## src/rtl/grp_pkg.sv

```systemverilog
// Package for the sub-region grouping engine.
// Holds the controller state encoding shared by the top module.
package grp_pkg;

    // Controller states of the grouping engine
    typedef enum logic [2:0] {
        ST_IDLE,   // waiting for start
        ST_SCAN,   // examining one candidate per cycle
        ST_EMIT,   // presenting the finished group record
        ST_HEAD,   // advancing to the lowest free entry
        ST_FIN     // end-of-run pulse
    } grp_state_t;

endpackage

```

## src/rtl/grp_sep_check.sv

```systemverilog
// Separation test between a candidate centre and one group member.
// Output 'far' is high when the squared Euclidean distance is at least
// min_dist squared. Assumes two's complement signed coordinates.
module grp_sep_check #(
    parameter int COORD_W = 8,
    parameter int DIST_W  = 8
) (
    input  logic signed [COORD_W-1:0] cand_x,
    input  logic signed [COORD_W-1:0] cand_y,
    input  logic signed [COORD_W-1:0] memb_x,
    input  logic signed [COORD_W-1:0] memb_y,
    input  logic        [DIST_W-1:0]  min_dist,
    output logic                      far
);
    localparam int DW  = COORD_W + 1;
    localparam int SQW = 2 * DW;
    localparam int SUW = SQW + 1;
    localparam int SW  = (SUW > 2 * DIST_W) ? SUW : 2 * DIST_W;

    logic signed [DW-1:0] dx, dy;
    logic [DW-1:0]  ax, ay;
    logic [SQW-1:0] ax2, ay2;
    logic [SW-1:0]  sum_sq, lim_sq;

    // Differences, magnitudes and squared distance against D squared
    always_comb begin
        dx     = {cand_x[COORD_W-1], cand_x} - {memb_x[COORD_W-1], memb_x};
        dy     = {cand_y[COORD_W-1], cand_y} - {memb_y[COORD_W-1], memb_y};
        ax     = dx[DW-1] ? (~dx + DW'(1)) : dx;
        ay     = dy[DW-1] ? (~dy + DW'(1)) : dy;
        ax2    = SQW'(ax) * SQW'(ax);
        ay2    = SQW'(ay) * SQW'(ay);
        sum_sq = SW'(ax2) + SW'(ay2);
        lim_sq = SW'(min_dist) * SW'(min_dist);
        far    = (sum_sq >= lim_sq);
    end
endmodule

```

## src/rtl/grp_used_map.sv

```systemverilog
// One bit per list entry marking entries already placed in a group.
// Synchronous clear of all bits, single-bit set, combinational read.
module grp_used_map #(
    parameter int ENTRIES = 256,
    parameter int IDX_W   = 8
) (
    input  logic             clk,
    input  logic             rst_n,
    input  logic             clr_all,
    input  logic             set_en,
    input  logic [IDX_W-1:0] set_idx,
    input  logic [IDX_W-1:0] rd_idx,
    output logic             rd_bit
);
    logic [ENTRIES-1:0] used_q;

    // Bitmap update: reset/clear wins over set
    always_ff @(posedge clk) begin
        if (!rst_n || clr_all)
            used_q <= '0;
        else if (set_en)
            used_q[set_idx] <= 1'b1;
    end

    // Read port
    assign rd_bit = used_q[rd_idx];
endmodule

```

## src/rtl/subregion_grouper.sv

```systemverilog
// Greedy grouping engine for spiral-ordered sub-region centres.
// Seeds each group with the lowest free entry, then scans upward one entry
// per cycle and admits entries far enough from every current member, up to
// the clamped cap. Assumes list_len <= MAX_ENTRIES and a coordinate store
// that answers coord_addr in the same cycle.
module subregion_grouper #(
    parameter int MAX_ENTRIES = 256,
    parameter int MAX_N       = 4,
    parameter int COORD_W     = 8,
    parameter int DIST_W      = 8,
    localparam int IDX_W      = $clog2(MAX_ENTRIES),
    localparam int LEN_W      = IDX_W + 1,
    localparam int CNT_W      = $clog2(MAX_N + 1)
) (
    input  logic                      clk,
    input  logic                      rst_n,
    input  logic                      start,
    input  logic [LEN_W-1:0]          list_len,
    input  logic [DIST_W-1:0]         min_dist,
    input  logic [CNT_W-1:0]          max_group,
    output logic [IDX_W-1:0]          coord_addr,
    input  logic signed [COORD_W-1:0] coord_x,
    input  logic signed [COORD_W-1:0] coord_y,
    output logic                      busy,
    output logic                      grp_valid,
    output logic [IDX_W-1:0]          grp_index,
    output logic [CNT_W-1:0]          grp_count,
    output logic [MAX_N*IDX_W-1:0]    grp_members,
    output logic                      done,
    output logic [LEN_W-1:0]          done_groups
);
    import grp_pkg::*;

    grp_state_t state;
    logic [IDX_W-1:0]  scan_q, head_q;
    logic [CNT_W-1:0]  cnt_q, cap_q, cap_in;
    logic [LEN_W-1:0]  len_q, left_q, gcount_q;
    logic [DIST_W-1:0] dist_q;
    logic [IDX_W-1:0]          memb_idx [MAX_N];
    logic signed [COORD_W-1:0] memb_x   [MAX_N];
    logic signed [COORD_W-1:0] memb_y   [MAX_N];
    logic [MAX_N-1:0] far_vec;
    logic used_bit, all_far, take, last_entry, full_after, accept_start;
    logic [IDX_W-1:0] rd_idx;

    // Clamp the requested cap into 1..MAX_N
    always_comb begin
        if (max_group == '0)
            cap_in = CNT_W'(1);
        else if (max_group > CNT_W'(MAX_N))
            cap_in = CNT_W'(MAX_N);
        else
            cap_in = max_group;
    end

    // One separation checker per member slot; empty slots pass
    for (genvar k = 0; k < MAX_N; k++) begin : g_sep
        logic far_k;
        grp_sep_check #(.COORD_W(COORD_W), .DIST_W(DIST_W)) u_sep (
            .cand_x  (coord_x),
            .cand_y  (coord_y),
            .memb_x  (memb_x[k]),
            .memb_y  (memb_y[k]),
            .min_dist(dist_q),
            .far     (far_k)
        );
        assign far_vec[k] = far_k || (cnt_q <= CNT_W'(k));
        assign grp_members[k*IDX_W +: IDX_W] = memb_idx[k];
    end

    assign accept_start = (state == ST_IDLE) && start;
    assign rd_idx       = (state == ST_HEAD) ? head_q : scan_q;
    assign coord_addr   = scan_q;
    assign all_far      = &far_vec;
    assign take         = (state == ST_SCAN) && !used_bit && all_far;
    assign last_entry   = (LEN_W'(scan_q) == len_q - LEN_W'(1));
    assign full_after   = take && (cnt_q + CNT_W'(1) == cap_q);

    grp_used_map #(.ENTRIES(MAX_ENTRIES), .IDX_W(IDX_W)) u_used (
        .clk    (clk),
        .rst_n  (rst_n),
        .clr_all(accept_start),
        .set_en (take),
        .set_idx(scan_q),
        .rd_idx (rd_idx),
        .rd_bit (used_bit)
    );

    // Controller: run capture, candidate scan, emission and head advance
    always_ff @(posedge clk) begin
        if (!rst_n) begin
            state    <= ST_IDLE;
            scan_q   <= '0;
            head_q   <= '0;
            cnt_q    <= '0;
            cap_q    <= CNT_W'(1);
            len_q    <= '0;
            left_q   <= '0;
            gcount_q <= '0;
            dist_q   <= '0;
            for (int k = 0; k < MAX_N; k++) begin
                memb_idx[k] <= '0;
                memb_x[k]   <= '0;
                memb_y[k]   <= '0;
            end
        end else begin
            case (state)
                ST_IDLE: begin
                    if (start) begin
                        len_q    <= list_len;
                        left_q   <= list_len;
                        dist_q   <= min_dist;
                        cap_q    <= cap_in;
                        gcount_q <= '0;
                        head_q   <= '0;
                        scan_q   <= '0;
                        cnt_q    <= '0;
                        for (int k = 0; k < MAX_N; k++) memb_idx[k] <= '0;
                        state    <= (list_len == '0) ? ST_FIN : ST_SCAN;
                    end
                end
                ST_SCAN: begin
                    if (take) begin
                        for (int k = 0; k < MAX_N; k++) begin
                            if (cnt_q == CNT_W'(k)) begin
                                memb_idx[k] <= scan_q;
                                memb_x[k]   <= coord_x;
                                memb_y[k]   <= coord_y;
                            end
                        end
                        cnt_q  <= cnt_q + CNT_W'(1);
                        left_q <= left_q - LEN_W'(1);
                    end
                    if (full_after || last_entry)
                        state <= ST_EMIT;
                    else
                        scan_q <= scan_q + IDX_W'(1);
                end
                ST_EMIT: begin
                    gcount_q <= gcount_q + LEN_W'(1);
                    state    <= (left_q == '0) ? ST_FIN : ST_HEAD;
                end
                ST_HEAD: begin
                    if (used_bit) begin
                        head_q <= head_q + IDX_W'(1);
                    end else begin
                        scan_q <= head_q;
                        cnt_q  <= '0;
                        for (int k = 0; k < MAX_N; k++) memb_idx[k] <= '0;
                        state  <= ST_SCAN;
                    end
                end
                ST_FIN:  state <= ST_IDLE;
                default: state <= ST_IDLE;
            endcase
        end
    end

    // Record and status outputs
    assign busy        = (state != ST_IDLE);
    assign grp_valid   = (state == ST_EMIT);
    assign grp_index   = gcount_q[IDX_W-1:0];
    assign grp_count   = cnt_q;
    assign done        = (state == ST_FIN);
    assign done_groups = gcount_q;
endmodule

```

## config.mk

```make
export PLATFORM = sky130hd
export DESIGN_NAME = subregion_grouper
export DESIGN_NICKNAME = d
export VERILOG_FILES = /design/src/rtl/grp_pkg.sv /design/src/rtl/grp_sep_check.sv /design/src/rtl/grp_used_map.sv /design/src/rtl/subregion_grouper.sv
export SDC_FILE = /design/constraint.sdc
export NUM_CORES = 2
export LEC_CHECK = 0
export ABC_CLOCK_PERIOD_IN_PS = 47500
export CELL_PAD_IN_SITES_DETAIL_PLACEMENT = 0
export CELL_PAD_IN_SITES_GLOBAL_PLACEMENT = 1
export CORE_MARGIN = 5
export CORE_UTILIZATION = 40
export CTS_BUF_LIST = sky130_fd_sc_hd__clkbuf_16
export DETAILED_ROUTE_END_ITERATION = 8
export PLACE_DENSITY_LB_ADDON = 0.1
export SETUP_SLACK_MARGIN = 0.4
export SYNTH_ARGS = -nofsm -noshare
export SYNTH_HDL_FRONTEND = slang
export SYNTH_SLANG_ARGS = --single-unit
```

## constraint.sdc

```tcl
create_clock -name clk -period 47.5 [get_ports clk]
set_input_delay 14.25 -clock clk [delete_from_list [all_inputs] [get_ports clk]]
set_output_delay 14.25 -clock clk [all_outputs]
set_load 0.05 [all_outputs]
```

**Word-level counts from Yosys, hierarchy flattened**

Memory sizes are Yosys's and may differ from the RTL's.
Index checks and enable logic that the tools add are counted.

- Register bits after elaboration: 316
- Memory bits (writable): 96
- Output and inout port bits: 63
- Memories: 3

- Add/subtract/negate cells: 26
- Multiply operators: 9
- Order comparisons: 12
- Equal/unequal tests: 15
- Mux-type cells: 85
- Bitwise operators: 29
- Reduce and logical (&&, ||, !) cells: 31

Memories:

| name | words | width | read ports | clocked after memory_dff | write ports | line | RTL |
|---|---|---|---|---|---|---|---|
| memb_idx | 4 | 8 | 4 | 0 | 4 | subregion_grouper.sv:39 | `logic [IDX_W-1:0] memb_idx [MAX_N];` |
| memb_x | 4 | 8 | 4 | 0 | 4 | subregion_grouper.sv:40 | `logic signed [COORD_W-1:0] memb_x [MAX_N];` |
| memb_y | 4 | 8 | 4 | 0 | 4 | subregion_grouper.sv:41 | `logic signed [COORD_W-1:0] memb_y [MAX_N];` |

Operator list:

| kind | number |
|---|---|
| $or 256x256->256 | 1 |
| $mux 8 | 25 |
| $mul 9x9->18 | 8 |
| $mux 9 | 11 |
| $add 18x18->19 | 4 |
| $ge 19x16->1 | 4 |
| $add 9x2->9 const B | 8 |
| $not 9->9 | 8 |
| $sub 8x8->9 | 8 |
| $pmux 9 s2 | 2 |
| $mux 1 | 31 |
| $mux 3 | 10 |
| $pmux 8 s3 | 1 |
| $or 1x1->1 | 20 |
| $logic_not 9->1 | 2 |
| $lt 8x9->1 const B | 2 |
| $sub 9x1->9 const B | 2 |
| $add 8x1->8 const B | 2 |
| $mul 8x8->16 | 1 |
| $pmux 8 s2 | 1 |
| $eq 3x2->1 const B | 4 |
| $pmux 3 s4 | 1 |
| $reduce_and 4->1 | 3 |
| $ne 2x2->1 const B | 5 |
| 22 further kinds | 43 |

**Logic depth before layout (Yosys ltp)**

An unclocked memory read counts as a cell.

- Depth in word-level cells: 17
- Depth in mapped cells: 49
- Depth with buffers taken out: 47

**Modules after synthesis**

Synthesis repeated with hierarchy kept, for this count alone.

- Cells, all modules: 5,277
- Area total of the unflattened synthesis: 46,644.7 um^2

Modules (own cells, without submodules):

| module | times used | cells each | area an instance (um^2) | sequential area each (um^2) |
|---|---|---|---|---|
| grp_used_map | 1 | 1,136 | 10,299.9 | 5,124.9 |
| grp_sep_check (g_sep[3].u_sep) | 1 | 868 | 7,320.8 | 0.0 |
| grp_sep_check (g_sep[1].u_sep) | 1 | 851 | 7,309.5 | 0.0 |
| grp_sep_check (g_sep[0].u_sep) | 1 | 867 | 7,303.3 | 0.0 |
| grp_sep_check (g_sep[2].u_sep) | 1 | 859 | 7,299.5 | 0.0 |
| subregion_grouper | 1 | 696 | 7,111.8 | 3,923.8 |

**Worst setup path after synthesis**

OpenSTA, ideal clock, no wires.

- Path type: input-to-reg
- Start point: in coord_y[0]
- End point: mem memb_x[3][0], enable pin
- Library setup time: 0.411 ns
- Data arrival time: 24.426 ns
- Path slack: 22.663 ns
- Cell stages on the path: 36
- Cell sequence: inv_1 > ha_1 > inv_1 > fa_1 > a21o_1 > a21oi_1 > o21bai_1 > a21oi_1 > nand2b_1 > a31oi_1 > clkbuf_1 > or4_1 > or3_1 > fa_1 > inv_1 > fa_1 > fa_1 > fa_1 > fa_1 > inv_1 > fa_1 > inv_1 > ha_1 > a2111oi_0 > o21ai_0 > a221oi_1 > xnor2_1 > ha_1 > and3_1 > o2111ai_1 > o211ai_1 > a311oi_1 > a311oi_1 > o2111ai_2 > buf_2 > o21ai_0

RTL lines:

| element | line | RTL |
|---|---|---|
| start, declared | subregion_grouper.sv:23 | `input logic signed [COORD_W-1:0] coord_y,` |
| end, declared | subregion_grouper.sv:40 |  |

==> run metrics <==
io pins=102; CTS max path bufs=3; CP max stage delay=0.80 ns; minimum clock period=26.45 ns; Starting DRT DRC Count=1900; clock latency on the worst-skew pair=0.63 ns; status=finished clean; Slew @ Worst Pin=1.17 ns; R2R depth=45; Min-Delay Path Class=flop to flop; Die Ht=334 um; residual DRC count=0; reg2reg setup slack=35.15 ns; async set or reset register ratio after synthesis=0%; RSZ-0062 raised after global routing=false; xor and xnor area share after synthesis=4.56%; core area=104000 um2; CTS tree=yes; CTS resizes=0; Pins Over Slew Limit=0; dominant synthesized flop cell=dfxtp_1; sequential cell area=9050 um2; Synth Cell Area=41900 um2; Period Utilization, post-route=55.7%; routed len/inst=19.8 um; CP dominant cell by count=fa_1; Global Route Usage Sum=22.5%; largest family of logic cells by synthesized area=adder cells; Worst Path Max Fanout=23; die width=334 um; Fillers=10500; vias per cell=5.16; multi-input logic area=28900 um2; critical path class=input pin to flop; Synth Instances=4866; FF-to-FF Start=memb_x[0][0]$_SDFFCE_PN0P_; CP max-delay cell=nor3_4; crit path to=memb_idx[1][5]$_SDFFCE_PP0P_; Post-Synth Adder-Cell Area=32.8%; DR pass1 iterations=6; vias in the first global route=33100; Yosys cell types=91; pre-CTS WS=20.33 ns; share of layout cells above drive strength 1=5.23%; Setup-failing EPs final=0; Post-synth EDFFs=80; reg-to-reg endpoint=memb_idx[1][5]$_SDFFCE_PP0P_; Yosys top cell area share=20.7%; post-synthesis mux area share=3.02%; Port Buffers=101; Worst EP required=47.72 ns; clk root buf=clkbuf_16; Final Hold Fails=0; Setup crit end kind=flop; Rows=118; hpwl dp=97.5 mm; Setup WS post-layout=21.05 ns; gr ovfl total=0; Area growth syn-to-layout=9.92%; Clock Skew=0.0249 ns; post-synthesis sequential area ratio=21.6%; die area=111000 um2; synthesis warning total=0; hold_buf cts=0; crit path DAT=26.67 ns; Max-cap violations=0; largest net degree at the start of global routing=99; wire length of the first global-routing pass=198 mm; final net count=5805; Num Clock Sinks=412; clock transition at the registers of the reported paths=0.06 ns; Setup TNS=0 ns; post-synthesis simple-gate area fraction=15.0%; post-CTS setup buffer count=0; Mean Syn Cell Area=8.61 um2; Critical Path Source Type=input pin; gpl congestion=0.866; compound-cell area share of the yosys netlist=13.2%; via count=32800; top cells by area, synth=fa_1, dfxtp_1, ha_1; synthesis-stage register bit count=412; H-tree levels=2; Routed Antenna Nets=0; FMAX=37.8 MHz; Initial Utilization=40.4%; Synth area leader=fa_1; initial antenna violation count=2; CP startpoint=coord_x[1]; Num CTS Buffers=49; relative slew slack=19.5%; Routed WL=126 mm
## critical path: cells and delay by family
kind	cells	cell delay, ns
compound gates	15	3.28
xor+xnor	2	0.60
fa+ha+maj	9	4.33
buf+inv	8	1.68
mux	1	0.23
simple gates	9	2.27
## synthesized netlist by cell type (27+ instances only)
cell      number
a21oi_1      179
xnor2_1      147
nor3_1        51
dfxtp_1      332
nand2_1      535
o21bai_1      27
clkbuf_1     136
a211oi_1      39
nor2_1       319
mux2_2        29
o211ai_1      29
nor2b_1       28
xor2_1        71
o21ai_0      222
o21ai_1       84
nand3_1       44
a21o_1        55
fa_1         433
inv_1        859
buf_2         33
nand2b_1      57
mux2i_1       72
edfxtp_1      80
o22ai_1       62
ha_1         404
and2_1        58
or2_2         58
and3_1        74
## how the worst min path moves through the flow
stage	start	end	slack [ns]	cells after the start
floorplan	u_used.used_q[18]$_SDFFE_PP0N_	u_used.used_q[18]$_SDFFE_PP0N_	0.42	2
global placement	u_used.used_q[237]$_SDFFE_PP0N_	u_used.used_q[237]$_SDFFE_PP0N_	0.43	2
detailed placement	u_used.used_q[41]$_SDFFE_PP0N_	u_used.used_q[41]$_SDFFE_PP0N_	0.44	2
CTS	u_used.used_q[146]$_SDFFE_PP0N_	u_used.used_q[146]$_SDFFE_PP0N_	0.45	2
global route	u_used.used_q[44]$_SDFFE_PP0N_	u_used.used_q[44]$_SDFFE_PP0N_	0.46	2
finish	u_used.used_q[172]$_SDFFE_PP0N_	u_used.used_q[172]$_SDFFE_PP0N_	0.45	2
## through the flow
| stage | area, um2 | util, % | hold slack [ns] | instances |
|---|---|---|---|---|
| 3_3_place_gp | 44400 | 42.8 | 0.429 | 6258 |
| 4_1_cts | 46000 | 44.4 | 0.448 | 6350 |
| 3_5_place_dp | 44400 | 42.8 | 0.439 | 6258 |
| 6_report | 46000 | 44.4 | 0.445 | 6351 |
| 5_1_grt | 46000 | 44.4 | 0.462 | 6350 |
| 2_1_floorplan | 42000 | - | 0.417 | 4906 |
## metal layers
layer / vias up / part of all wire [%] / global-route usage (%)
li1: 16000 / - / -
met1: 16100 / 46 / 30.6
met2: 553 / 49 / 39.1
met3: 145 / 3.2 / 1.85
met4: 0 / 2.3 / 5.03
met5: - / 0 / 0
## flip-flops by register name (all words and copies together), names as in the netlist
signal	cells
head_q	8
memb_x	32
cap_q	3
left_q	9
grp_count	3
state	3
coord_addr	8
memb_y	32
done_groups	9
len_q	9
dist_q	8
u_used.used_q	256
memb_idx	32
## cell families after synthesis
family / count (synthesis)
simple gates: 1347
compound gates: 881
fa+ha+maj: 837
flops: 412
other cells: 2
mux: 112
xor+xnor: 218
buf+inv: 1057
## area by class of cell
type	count	share of cell area, %
Timing Repair Buffer	166	3.26
Clock inverter	42	0.753
Clock buffer	50	2.72
Sequential cell	412	19.7
Inverter	863	7.04
Antenna cell	1	0.00544
Tap cell	1380	3.75
Multi-Input combinational cell	3437	62.8
## cell usage in the layout (no fill, tap or decap), drive strengths merged, types with 28 or more instances in the layout
| master | synthesis | routed |
|---|---|---|
| inv | 859 | 872 |
| nand2 | 535 | 535 |
| fa | 433 | 433 |
| ha | 404 | 404 |
| dfxtp | 332 | 332 |
| nor2 | 319 | 319 |
| o21ai | 308 | 308 |
| a21oi | 180 | 180 |
| xnor2 | 147 | 147 |
| clkdlybuf4s50 | 0 | 101 |
| edfxtp | 80 | 80 |
| and3 | 74 | 74 |
| mux2i | 73 | 73 |
| xor2 | 71 | 71 |
| buf | 58 | 65 |
| o22ai | 62 | 62 |
| and2 | 59 | 59 |
| or2 | 59 | 59 |
| nand2b | 57 | 57 |
| a21o | 55 | 55 |
| nor3 | 53 | 53 |
| clkbuf | 136 | 50 |
| nand3 | 44 | 44 |
| conb | 2 | 42 |
| a211oi | 40 | 40 |
| mux2 | 31 | 31 |
| o211ai | 29 | 29 |
| nor2b | 28 | 28 |
| clkinv | 4 | 28 |
Power is not shown: default switching activity piles up to over one toggle a cycle in this logic, so the estimate is an artifact.
